<file path="config.mk">
export PLATFORM = sky130hd
export DESIGN_NAME = frame_setup_seq
export DESIGN_NICKNAME = d
export VERILOG_FILES = /design/src/rtl/fs_pkg.sv /design/src/rtl/fs_fmt_decode.sv /design/src/rtl/fs_geom.sv /design/src/rtl/fs_frame_sel.sv /design/src/rtl/frame_setup_seq.sv
export SDC_FILE = /design/constraint.sdc
export NUM_CORES = 1
export LEC_CHECK = 0
export BUFFER_PORTS_ARGS = -buffer_cell sky130_fd_sc_hd__buf_4
export CAP_MARGIN = 0
export CORE_ASPECT_RATIO = 0.75
export CORE_UTILIZATION = 55
export CTS_CLUSTER_DIAMETER = 100
export DETAILED_ROUTE_END_ITERATION = 10
export GPL_ROUTABILITY_DRIVEN = 0
export HOLD_SLACK_MARGIN = 0.1
export PLACE_DENSITY = 0.74
export SYNTH_ARGS = -nofsm -noshare
export SYNTH_HDL_FRONTEND = slang
export SYNTH_SLANG_ARGS = --single-unit
</file>
<file path="constraint.sdc">
create_clock -name clk -period 11.75 [get_ports clk]
set_input_delay 0.5875 -clock clk [delete_from_list [all_inputs] [get_ports clk]]
set_output_delay 0.5875 -clock clk [all_outputs]
set_load 0.005 [all_outputs]
</file>
<file path="src/rtl/fs_pkg.sv">
package fs_pkg;
  typedef enum logic [2:0] {
    ST_IDLE,
    ST_HDR,
    ST_CHECK,
    ST_ISSUE,
    ST_DONE
  } fs_state_e;

  localparam int OFF_W = 10;
  localparam int BPP_W = 5;
  localparam logic [OFF_W-1:0] HDR_LONG  = 10'h200;
  localparam logic [OFF_W-1:0] HDR_SHORT = 10'h020;
endpackage

</file>
<file path="src/rtl/fs_fmt_decode.sv">
module fs_fmt_decode
  import fs_pkg::*;
(
  input  logic [2:0]       fmt,
  input  logic [1:0]       pal_mode,
  input  logic             tft,
  output logic [BPP_W-1:0] bpp,
  output logic [OFF_W-1:0] data_off,
  output logic             supported,
  output logic             tft16
);
  always_comb begin
    case (fmt)
      3'd0:    bpp = 5'd0;
      3'd1:    bpp = 5'd2;
      3'd2:    bpp = 5'd4;
      3'd3:    bpp = 5'd8;
      default: bpp = 5'd16;
    endcase
  end

  assign supported = (fmt != 3'd0);
  assign tft16     = fmt[2] & tft;

  always_comb begin
    if (pal_mode == 2'd2) data_off = '0;
    else if (fmt >= 3'd3) data_off = HDR_LONG;
    else                  data_off = HDR_SHORT;
  end
endmodule

</file>
<file path="src/rtl/fs_geom.sv">
module fs_geom
  import fs_pkg::*;
#(
  parameter int AW     = 32,
  parameter int DIM_W  = 11,
  parameter int LINE_W = 10
) (
  input  logic [DIM_W-1:0]  width,
  input  logic [DIM_W-1:0]  height,
  input  logic [BPP_W-1:0]  bpp,
  input  logic [OFF_W-1:0]  data_off,
  input  logic [AW-1:0]     top,
  input  logic [AW-1:0]     bot,
  input  logic              sp_on,
  input  logic              sp_from_top,
  input  logic [LINE_W-1:0] sp_lines,
  output logic              fits,
  output logic [DIM_W+1:0]  stride,
  output logic [DIM_W-1:0]  first_line,
  output logic [DIM_W-1:0]  end_line,
  output logic [AW-1:0]     line_addr
);
  localparam int PW = 2 * DIM_W + BPP_W;
  localparam int SW = DIM_W + 2;
  localparam int CW = ((AW > PW) ? AW : PW) + 2;

  logic [PW-1:0] w_x, h_x, b_x, bytes;
  logic [CW-1:0] need_end, room_end;

  assign w_x   = PW'(width);
  assign h_x   = PW'(height);
  assign b_x   = PW'(bpp);
  assign bytes = (w_x * h_x * b_x) >> 3;

  assign need_end = CW'(data_off) + CW'(bytes) + CW'(top);
  assign room_end = CW'(bot) + CW'(2);
  assign fits     = (need_end <= room_end);

  assign stride = SW'((w_x * b_x) >> 3);

  always_comb begin
    first_line = '0;
    end_line   = height;
    if (sp_on) begin
      if (sp_from_top) first_line = DIM_W'(sp_lines);
      else             end_line   = DIM_W'(sp_lines);
    end
  end

  assign line_addr = top + AW'(data_off) + AW'(stride) * AW'(first_line);
endmodule

</file>
<file path="src/rtl/fs_frame_sel.sv">
module fs_frame_sel #(
  parameter int AW = 32
) (
  input  logic          clk,
  input  logic          rst_n,
  input  logic          ctrl_en,
  input  logic          dual,
  input  logic          toggle,
  input  logic [AW-1:0] f0_top,
  input  logic [AW-1:0] f0_bot,
  input  logic [AW-1:0] f1_top,
  input  logic [AW-1:0] f1_bot,
  input  logic [3:0]    addr_ok,
  output logic          cur,
  output logic [AW-1:0] sel_top,
  output logic [AW-1:0] sel_bot,
  output logic          addrs_ok
);
  logic [1:0] frame_ok, frame_used;
  logic       cur_q, cur_d;

  for (genvar f = 0; f < 2; f++) begin : g_frame
    assign frame_ok[f] = addr_ok[2*f] & addr_ok[2*f+1];
    if (f == 0) begin : g_primary
      assign frame_used[f] = 1'b1;
    end else begin : g_second
      assign frame_used[f] = dual;
    end
  end

  assign addrs_ok = &(frame_ok | ~frame_used);

  always_comb begin
    cur_d = cur_q;
    if (!ctrl_en)    cur_d = 1'b0;
    else if (toggle) cur_d = ~cur_q;
  end

  always_ff @(posedge clk or negedge rst_n) begin
    if (!rst_n) cur_q <= 1'b0;
    else        cur_q <= cur_d;
  end

  assign cur     = cur_q;
  assign sel_top = cur_q ? f1_top : f0_top;
  assign sel_bot = cur_q ? f1_bot : f0_bot;

  assert_swap_flips_R6: assert property (@(posedge clk) disable iff (!rst_n)
    (toggle && ctrl_en) |=> (cur != $past(cur)));
  assert_idle_zero_R6: assert property (@(posedge clk) disable iff (!rst_n)
    !ctrl_en |=> !cur);
endmodule

</file>
<file path="src/rtl/frame_setup_seq.sv">
module frame_setup_seq
  import fs_pkg::*;
#(
  parameter int AW     = 32,
  parameter int DIM_W  = 11,
  parameter int LINE_W = 10
) (
  input  logic              clk,
  input  logic              rst_n,
  input  logic              start,
  input  logic              ctrl_en,
  input  logic [1:0]        pal_mode,
  input  logic              tft,
  input  logic              dual,
  input  logic [1:0]        dma_ie,
  input  logic [DIM_W-1:0]  width,
  input  logic [DIM_W-1:0]  height,
  input  logic              sp_on,
  input  logic              sp_from_top,
  input  logic [LINE_W-1:0] sp_lines,
  input  logic [AW-1:0]     f0_top,
  input  logic [AW-1:0]     f0_bot,
  input  logic [AW-1:0]     f1_top,
  input  logic [AW-1:0]     f1_bot,
  input  logic [3:0]        addr_ok,
  output logic              hdr_req,
  output logic [AW-1:0]     hdr_addr,
  input  logic              hdr_vld,
  input  logic [2:0]        hdr_fmt,
  output logic              done,
  output logic              skip,
  output logic              sync_err,
  output logic              addr_err,
  output logic              en_clear,
  output logic [2:0]        dma_cond_set,
  output logic              dma_irq,
  output logic              cur_frame,
  output logic [4:0]        bpp,
  output logic              tft16,
  output logic [DIM_W+1:0]  stride,
  output logic [DIM_W-1:0]  line_first,
  output logic [DIM_W-1:0]  line_end,
  output logic [AW-1:0]     line_addr
);
  fs_state_e st_q, st_d;
  logic [2:0] fmt_q, fmt_d;
  logic skip_d, sync_d, aerr_d, enc_d, irq_d, toggle, out_ld;
  logic skip_q, sync_q, aerr_q, enc_q, irq_q;
  logic [2:0] cond_d, cond_q;

  logic             cur, addrs_ok;
  logic [AW-1:0]    sel_top, sel_bot;
  logic [BPP_W-1:0] dec_bpp;
  logic [OFF_W-1:0] dec_off;
  logic             dec_ok, dec_tft16, fits;
  logic [DIM_W+1:0] g_stride;
  logic [DIM_W-1:0] g_first, g_end;
  logic [AW-1:0]    g_addr;

  logic [BPP_W-1:0] bpp_q;
  logic             tft16_q;
  logic [DIM_W+1:0] stride_q;
  logic [DIM_W-1:0] first_q, end_q;
  logic [AW-1:0]    addr_q;

  fs_frame_sel #(.AW(AW)) u_sel (
    .clk(clk), .rst_n(rst_n), .ctrl_en(ctrl_en), .dual(dual),
    .toggle(toggle), .f0_top(f0_top), .f0_bot(f0_bot), .f1_top(f1_top),
    .f1_bot(f1_bot), .addr_ok(addr_ok), .cur(cur), .sel_top(sel_top),
    .sel_bot(sel_bot), .addrs_ok(addrs_ok)
  );

  fs_fmt_decode u_dec (
    .fmt(fmt_q), .pal_mode(pal_mode), .tft(tft), .bpp(dec_bpp),
    .data_off(dec_off), .supported(dec_ok), .tft16(dec_tft16)
  );

  fs_geom #(.AW(AW), .DIM_W(DIM_W), .LINE_W(LINE_W)) u_geom (
    .width(width), .height(height), .bpp(dec_bpp), .data_off(dec_off),
    .top(sel_top), .bot(sel_bot), .sp_on(sp_on), .sp_from_top(sp_from_top),
    .sp_lines(sp_lines), .fits(fits), .stride(g_stride),
    .first_line(g_first), .end_line(g_end), .line_addr(g_addr)
  );

  always_comb begin
    st_d   = st_q;
    fmt_d  = fmt_q;
    skip_d = 1'b0;
    sync_d = 1'b0;
    aerr_d = 1'b0;
    enc_d  = 1'b0;
    irq_d  = 1'b0;
    cond_d = 3'b000;
    toggle = 1'b0;
    out_ld = 1'b0;
    case (st_q)
      ST_IDLE: begin
        if (start) begin
          if (!ctrl_en || pal_mode == 2'd1) begin
            st_d = ST_DONE;
          end else if (!addrs_ok) begin
            st_d   = ST_DONE;
            aerr_d = 1'b1;
            enc_d  = 1'b1;
            cond_d = 3'b100;
            irq_d  = dma_ie[1];
          end else if (pal_mode == 2'd2) begin
            st_d = ST_CHECK;
          end else begin
            st_d = ST_HDR;
          end
        end
      end
      ST_HDR: begin
        if (hdr_vld) begin
          fmt_d = hdr_fmt;
          st_d  = ST_CHECK;
        end
      end
      ST_CHECK: begin
        if (!dec_ok) begin
          skip_d = 1'b1;
          st_d   = ST_DONE;
        end else if (!fits) begin
          sync_d = 1'b1;
          enc_d  = 1'b1;
          st_d   = ST_DONE;
        end else begin
          st_d = ST_ISSUE;
        end
      end
      ST_ISSUE: begin
        cond_d = cur ? 3'b010 : 3'b001;
        irq_d  = dma_ie[0];
        toggle = dual;
        out_ld = 1'b1;
        st_d   = ST_DONE;
      end
      default: st_d = ST_IDLE;
    endcase
  end

  always_ff @(posedge clk or negedge rst_n) begin
    if (!rst_n) begin
      st_q   <= ST_IDLE;
      fmt_q  <= 3'd0;
      skip_q <= 1'b0;
      sync_q <= 1'b0;
      aerr_q <= 1'b0;
      enc_q  <= 1'b0;
      irq_q  <= 1'b0;
      cond_q <= 3'b000;
    end else begin
      st_q   <= st_d;
      fmt_q  <= fmt_d;
      skip_q <= skip_d;
      sync_q <= sync_d;
      aerr_q <= aerr_d;
      enc_q  <= enc_d;
      irq_q  <= irq_d;
      cond_q <= cond_d;
    end
  end

  always_ff @(posedge clk or negedge rst_n) begin
    if (!rst_n) begin
      bpp_q    <= '0;
      tft16_q  <= 1'b0;
      stride_q <= '0;
      first_q  <= '0;
      end_q    <= '0;
      addr_q   <= '0;
    end else if (out_ld) begin
      bpp_q    <= dec_bpp;
      tft16_q  <= dec_tft16;
      stride_q <= g_stride;
      first_q  <= g_first;
      end_q    <= g_end;
      addr_q   <= g_addr;
    end
  end

  assign hdr_req      = (st_q == ST_HDR);
  assign hdr_addr     = sel_top;
  assign done         = (st_q == ST_DONE);
  assign skip         = skip_q;
  assign sync_err     = sync_q;
  assign addr_err     = aerr_q;
  assign en_clear     = enc_q;
  assign dma_cond_set = cond_q;
  assign dma_irq      = irq_q;
  assign cur_frame    = cur;
  assign bpp          = bpp_q;
  assign tft16        = tft16_q;
  assign stride       = stride_q;
  assign line_first   = first_q;
  assign line_end     = end_q;
  assign line_addr    = addr_q;

  assert_strobe_in_done_R11: assert property (@(posedge clk) disable iff (!rst_n)
    (skip || sync_err || addr_err || en_clear || dma_irq || (|dma_cond_set)) |-> done);
  assert_done_single_R11: assert property (@(posedge clk) disable iff (!rst_n)
    done |=> !done);
  assert_overflow_stops_R4: assert property (@(posedge clk) disable iff (!rst_n)
    sync_err |-> (en_clear && dma_cond_set == 3'b000 && !addr_err));
  assert_addr_fault_R7: assert property (@(posedge clk) disable iff (!rst_n)
    addr_err |-> (en_clear && dma_cond_set == 3'b100 && !sync_err));
  assert_one_buffer_R5: assert property (@(posedge clk) disable iff (!rst_n)
    (|dma_cond_set[1:0]) |-> ($onehot(dma_cond_set) && !en_clear));
  assert_skip_quiet_R10: assert property (@(posedge clk) disable iff (!rst_n)
    skip |-> (dma_cond_set == 3'b000 && !en_clear));
endmodule

</file>
After elaboration in Yosys (flattened, before gate mapping) --
Index checks and enable logic that the tools add are counted.
Cells by class: muxes and demuxes 40, equality and inequality tests 12, shift-type cells 0, div/mod/pow operators 0, bitwise gates (word level) 6, reductions and logical operators 8, add/sub/neg operators 5, multipliers 4, magnitude comparators 2
Operators with widths (count):
- $mux W32 | 2
- $mux W10 | 4
- $add A34 B32 Y34 | 1
- $le A34 B34 Y1 | 1
- $add A32 B2 Y33 const B | 1
- $add A32 B10 Y32 | 1
- $add A32 B24 Y32 | 1
- $mul A27 B5 Y27 | 1
- $mux W3 | 9
- $add A10 B24 Y25 | 1
- $mul A13 B11 Y24 | 1
- $mul A11 B11 Y22 | 1
- $mux W11 | 2
- $pmux W5 S4 | 1
- $mul A11 B5 Y16 | 1
- $mux W1 | 16
- $eq A3 B2 Y1 const B | 4
- $pmux W3 S4 | 1
- $eq A3 B1 Y1 const B | 2
- $logic_not A3 Y1 | 2
- $pmux W3 S2 | 1
- $reduce_and A2 Y1 | 3
- $mux W2 | 2
- $ne A2 B1 Y1 const B | 2
- 13 further kinds | 16
Word-level totals: input port bits 180, latch bits 0, logic and storage cells 92, memory bits (writable) 0, register bits 88, memories 0, output and inout port bits 116, memory bits (read-only) 0

Depth between registers and ports, before layout --
word-level depth 9, depth in mapped cells 53

Hierarchy --
Synthesis repeated with hierarchy kept, for this count alone.
Second synthesis, totals: cell total of the unflattened synthesis 2549, area total of the unflattened synthesis 22856.9 um2
By module, submodules not included:
- fs_geom | instances 1, cells an instance 2242, seq. area each 0.0 um2, area an instance 18078.6 um2
- frame_setup_seq | instances 1, cells an instance 210, seq. area each 2177.1 um2, area an instance 3611.0 um2
- fs_frame_sel | instances 1, cells an instance 77, seq. area each 25.0 um2, area an instance 1033.5 um2
- fs_fmt_decode | instances 1, cells an instance 20, seq. area each 0.0 um2, area an instance 133.9 um2

Least setup slack after synthesis --
No wires, ideal clock.
path type input to register, start point input width[5], end point register enc_q (netlist: en_clear), cell stages on the path 50, library setup time 0.127 ns, arrival time 11.607 ns, slack 0.015 ns, cell sequence clkbuf_1 -> nand2_1 -> fa_1 -> inv_1 -> fa_1 -> inv_1 -> fa_1 -> fa_1 -> fa_1 -> inv_1 -> ha_1 -> a21o_1 -> a21o_1 -> a2111oi_2 -> a21boi_0 -> nor2_1 -> a21oi_1 -> xor2_1 -> (+14 left out) -> clkbuf_1 -> a21o_1 -> a21o_1 -> a21oi_1 -> o31ai_1 -> o311a_1 -> o21ai_0 -> xnor2_1 -> ha_1 -> a21o_1 -> a21o_1 -> a21oi_1 -> o21ai_0 -> a21oi_1 -> o2111ai_1 -> nand2_1 -> nor2b_1 -> or2_2
On the way: word-level cells in the longest chain between the ends 8
Ends and longest elaborated chain:
- start: declaration | line frame_setup_seq.sv:16 | input logic [DIM_W-1:0] width,
- $mul A11 B11 Y22 | line fs_geom.sv:33 | assign bytes = (w_x * h_x * b_x) >> 3;
- $mul A27 B5 Y27 | line fs_geom.sv:33
- $add A10 B24 Y25 | line fs_geom.sv:35 | assign need_end = CW'(data_off) + CW'(bytes) + CW'(top);
- $add A34 B32 Y34 | line fs_geom.sv:35
- $le A34 B34 Y1 | line fs_geom.sv:37 | assign fits = (need_end <= room_end);
- $mux W1 | line frame_setup_seq.sv:124 | end else if (!fits) begin
- $mux W1 | line frame_setup_seq.sv:121 | if (!dec_ok) begin
- $pmux W1 S2 | line frame_setup_seq.sv:96 | case (st_q)
- via enc_d | line frame_setup_seq.sv:47 | logic skip_d, sync_d, aerr_d, enc_d, irq_d, toggle, out_ld;
- end signal: assignment | line frame_setup_seq.sv:159 | enc_q <= enc_d;
- end: declaration | line frame_setup_seq.sv:48 | logic skip_q, sync_q, aerr_q, enc_q, irq_q;
The timed path passes the listed nets, and every way through them passes these cells. A chain may end at the register's enable or synchronous reset.

Worst setup path after layout --
start point input height[4], end point register enc_q (netlist: en_clear)
On the way: word-level cells in the longest chain between the ends 8
Ends and longest elaborated chain:
- start: declaration | line frame_setup_seq.sv:17 | input logic [DIM_W-1:0] height,
- $mul A11 B11 Y22 | line fs_geom.sv:33
- $mul A27 B5 Y27 | line fs_geom.sv:33
- $add A10 B24 Y25 | line fs_geom.sv:35
- $add A34 B32 Y34 | line fs_geom.sv:35
- $le A34 B34 Y1 | line fs_geom.sv:37
- $mux W1 | line frame_setup_seq.sv:124
- $mux W1 | line frame_setup_seq.sv:121
- $pmux W1 S2 | line frame_setup_seq.sv:96
- via enc_d | line frame_setup_seq.sv:47
The timed path passes the listed nets, and every way through them passes these cells.

==> summary.md <==
| Metric | Value |
|---|---|
| Outcome | finished, final reports clean |
| Chip Height | 169.7 um |
| Worst min-delay path class | in -> async |
| Fraction of the core area covered by cells at the end of the flow | 67.07% |
| Crit path largest cell delay | 0.54 ns |
| Post-synthesis cell area | 20620 um2 |
| Fraction of synthesized cell area in xor and xnor cells | 6.408% |
| Post-route cell area | 24830 um2 |
| Cell area after placement | 23870 um2 |
| Share of synthesized registers carrying an async set or reset | 100.0% |
| Yosys warning total | 0 |
| Number of enable flip-flop cells after synthesis | 0 |
| Top delay family on crit path | adder cells |
| Routed vias | 18810 |
| Antenna violations before repair | 2 |
| Global-route wire length before repair | 93790 um |
| Share of the synthesized area in compound gates (AO/OA/AOI/OAI) | 11.69% |
| Remaining antenna violation count after routing | 0 |
| Fmax achieved | 0.08710 GHz |
| Area share of and/or/nand/nor cells after synthesis | 19.35% |
| Number of cells produced by synthesis | 2445 |
| Data required time at the worst endpoint | 12.00 ns |
| Most common cell in the netlist | sky130_fd_sc_hd__nand2_1 |
| Maximum number of pins on one net before global-route repair | 107 |
| GRT Resource Usage Total | 30.78% |
| Combinational family with the most area after synthesis | adder cells |
| Slack of the worst reg-to-reg path | 1.30 ns |
| Post-synthesis share of cell area spent on full adders, half adders and majority gates | 40.95% |
| Boundary Pins | 296 |
| Source-to-sink clock delay at the later pin of the worst-skew pair | 0.36 ns |
| First-pass iteration count of the detailed router | 6 |
| Gr ovfl total | 0 |
| Max-slew headroom at the worst pin | 23.14% |
| Critical path type | in -> reg |
| Clock buffer depth | 2 |
| CTS Buf Count | 9 |
| Transition at the pin with the smallest max-transition slack | 1.124 ns |
| Distinct cells, synth | 82 |
| Final setup violation count | 0 |
| Cell depth of the worst flop-to-flop path | 34 |
| Floorplan row count | 61 |
| Top cells by instance count after synthesis | 349 x sky130_fd_sc_hd__nand2_1, 318 x sky130_fd_sc_hd__inv_1, 270 x sky130_fd_sc_hd__ha_1, 253 x sky130_fd_sc_hd__fa_1, 150 x sky130_fd_sc_hd__nor2_1 |
| Clock slew seen by the registers of the worst setup and hold paths | 0.07 ns |
| Top flip-flop cell by instance count after synthesis | sky130_fd_sc_hd__dfrtp_1 |
| Via count normalized by instance count | 5.708 |
| Growth of design area from synthesis to finish | 20.41% |
| Proportion of synthesized chip area in sequential cells | 10.44% |
| Peak fanout along the critical path | 5 |
| Chip width | 225.6 um |
| Fraction of final layout cells with drive strength greater than 1 | 20.44% |
| Setup crit start kind | input pin |
| Mapped Avg Cell Area | 8.433 um2 |
| Clock skew after layout | 0.007699 ns |
| Placeable core region | 37020 um2 |
| Count of maximum capacitance violations | 0 |
| Hold violation count in the final report | 0 |
| Buffering stage count on the worst path with inverters included | 9 |
| Root Buffer Master | sky130_fd_sc_hd__clkbuf_16 |
| Wire length per cell after detailed routing | 18.12 um |
| Number of levels in the clock H-tree | 3 |
| Proportion of synthesized area in mux cells | 3.671% |
| Starting DRC count in detailed routing | 1347 |
| Post-CTS Hold Buffers | 0 |
| Routed wire length | 59740 um |
| Top post-synthesis cells by area | sky130_fd_sc_hd__fa_1 25%, sky130_fd_sc_hd__ha_1 16%, sky130_fd_sc_hd__dfrtp_1 10%, sky130_fd_sc_hd__nand2_1 6.4%, sky130_fd_sc_hd__inv_1 5.8% |
| Period minus WS final | 11.48 ns |
| DRC Markers | 0 |
| Ratio of final minimum period to clock period | 97.71% |
| Number of global-route vias before repair | 18150 |
| Worst path slowest cell | sky130_fd_sc_hd__fa_1 |
| CP Data Arrival Time | 11.73 ns |
| Pins Over Slew Limit | 0 |
| R2R Path End | line_addr[31] |
| Port Buffers | 293 |
| Fraction of synthesized cell area taken by the top area cell type | 24.56% |
| Clock tree from TritonCTS | built |
| Initial cell density of the core | 55.70% |
| Layout Nets | 3487 |
| Clock Sinks | 86 |
| Type of destination of the critical path | flip-flop |
| Cell mode on critical path | sky130_fd_sc_hd__fa_1 |
| Yosys reg bits | 86 |
| Worst reg2reg startpoint | fmt_q[2] |
| Estimated wirelength of the detail-placed design | 49420 um |
| Total die area | 38270 um2 |
| Library cell occupying the most area in the post-synthesis netlist | sky130_fd_sc_hd__fa_1 |
-- worst register-to-register path: cells and delay by family, from the launching register on --
kind | cells | cell delay (ns)
and+or+nand+nor | 7 | 1.53
buffers and inverters | 5 | 0.78
adders and majority gates | 10 | 4.55
xor gates and xnor gates | 2 | 0.82
AOI/OAI and AO/OA | 10 | 2.24
DFF | 1 | 0.38
-- logic make-up (layout without fill, tap and decap cells) --
family / Yosys count / count (layout)
flops: 86 / 86
fa+ha+maj: 523 / 523
buf+inv: 405 / 746
other cells: 1 / 7
mux: 71 / 71
xor+xnor: 150 / 150
simple gates: 840 / 840
compound gates: 369 / 369
-- cell usage in the layout (no fill, tap or decap), types with 6 or more instances in the layout --
master	n
sky130_fd_sc_hd__or3_1	8
sky130_fd_sc_hd__nor2b_1	18
sky130_fd_sc_hd__dfrtp_1	85
sky130_fd_sc_hd__nand4_1	11
sky130_fd_sc_hd__a31oi_1	15
sky130_fd_sc_hd__o31ai_1	7
sky130_fd_sc_hd__or2_2	12
sky130_fd_sc_hd__a21oi_1	78
sky130_fd_sc_hd__a21o_1	57
sky130_fd_sc_hd__nand3_1	52
sky130_fd_sc_hd__fa_1	253
sky130_fd_sc_hd__xnor2_2	6
sky130_fd_sc_hd__nand2_1	347
sky130_fd_sc_hd__nor3_1	31
sky130_fd_sc_hd__and2_1	102
sky130_fd_sc_hd__o21a_1	10
sky130_fd_sc_hd__nor2_2	6
sky130_fd_sc_hd__xnor2_1	98
sky130_fd_sc_hd__nand3b_1	10
sky130_fd_sc_hd__o21ai_0	92
sky130_fd_sc_hd__and3_1	36
sky130_fd_sc_hd__nand2b_1	25
sky130_fd_sc_hd__buf_4	411
sky130_fd_sc_hd__nor2_1	144
sky130_fd_sc_hd__ha_1	258
sky130_fd_sc_hd__a21oi_2	13
sky130_fd_sc_hd__o21bai_1	6
sky130_fd_sc_hd__mux2i_1	33
sky130_fd_sc_hd__clkbuf_16	9
sky130_fd_sc_hd__a211oi_1	6
sky130_fd_sc_hd__o211ai_1	8
sky130_fd_sc_hd__mux2_2	37
sky130_fd_sc_hd__xor2_1	42
sky130_fd_sc_hd__inv_1	318
sky130_fd_sc_hd__ha_4	10
-- repair_timing --
item                                    4_1_cts  5_1_grt
endpoints found under the setup margin        4        5
setup buffers                                 0       20
pin swaps                                     0       60
gates resized for setup                       3       89
-- registers in the layout, indices dropped and copies added, names as in the netlist, 3 cells and up --
name,cells
line_addr,32
stride,13
line_end,11
line_first,10
bpp,4
dma_cond_set,3
fmt_q,3
st_q,3
-- per-layer routing --
layer	share of wire (%)	vias up	wire, um	GRT usage [%]
li1	-	8712	-	-
met1	44	9220	26110	43.80
met2	46	764	27520	49.18
met3	7.2	116	4291	3.064
met4	3.0	0	1810	9.938
met5	0	-	0	0
-- stage by stage --
| step | setup TNS [ns] | hold slack, ns | cells | setup WS [ns] |
|---|---|---|---|---|
| finish | 0 | 0.1757 | 3296 | 0.2688 |
| global route | -0.3705 | 0.2184 | 3295 | -0.1367 |
| CTS | 0 | 0.1924 | 3273 | 0.02782 |
| detailed placement | -1.824 | 0.4594 | 3257 | -0.4745 |
| global placement | -0.3538 | 0.4535 | 3257 | -0.1636 |
| floorplan | 0 | 0.2919 | 2448 | 0.01527 |
-- area by class of cell --
cell class | count | area (um2)
multi-input combinational | 1957 | 17420
fill | 3010 | 12190
timing repair buffer | 412 | 3097
sequential | 86 | 2156
inverter | 318 | 1194
tap | 504 | 630.6
clock buffer | 11 | 252.7
clock inverter | 5 | 65.06
antenna | 3 | 7.507
-- how the worst max path moves through the flow --
| stage | from | end | slack [ns] | depth (start not counted) |
|---|---|---|---|---|
| floorplan | width[5] | en_clear | 0.02 | 50 |
| global placement | height[3] | en_clear | -0.16 | 50 |
| detailed placement | height[3] | en_clear | -0.47 | 50 |
| CTS | height[3] | en_clear | 0.03 | 50 |
| global route | height[4] | en_clear | -0.14 | 53 |
| finish | height[4] | en_clear | 0.27 | 53 |
Power is left out: the tool's default activity adds up to more than one toggle a clock period on the data nets, which glitch-free logic cannot reach.
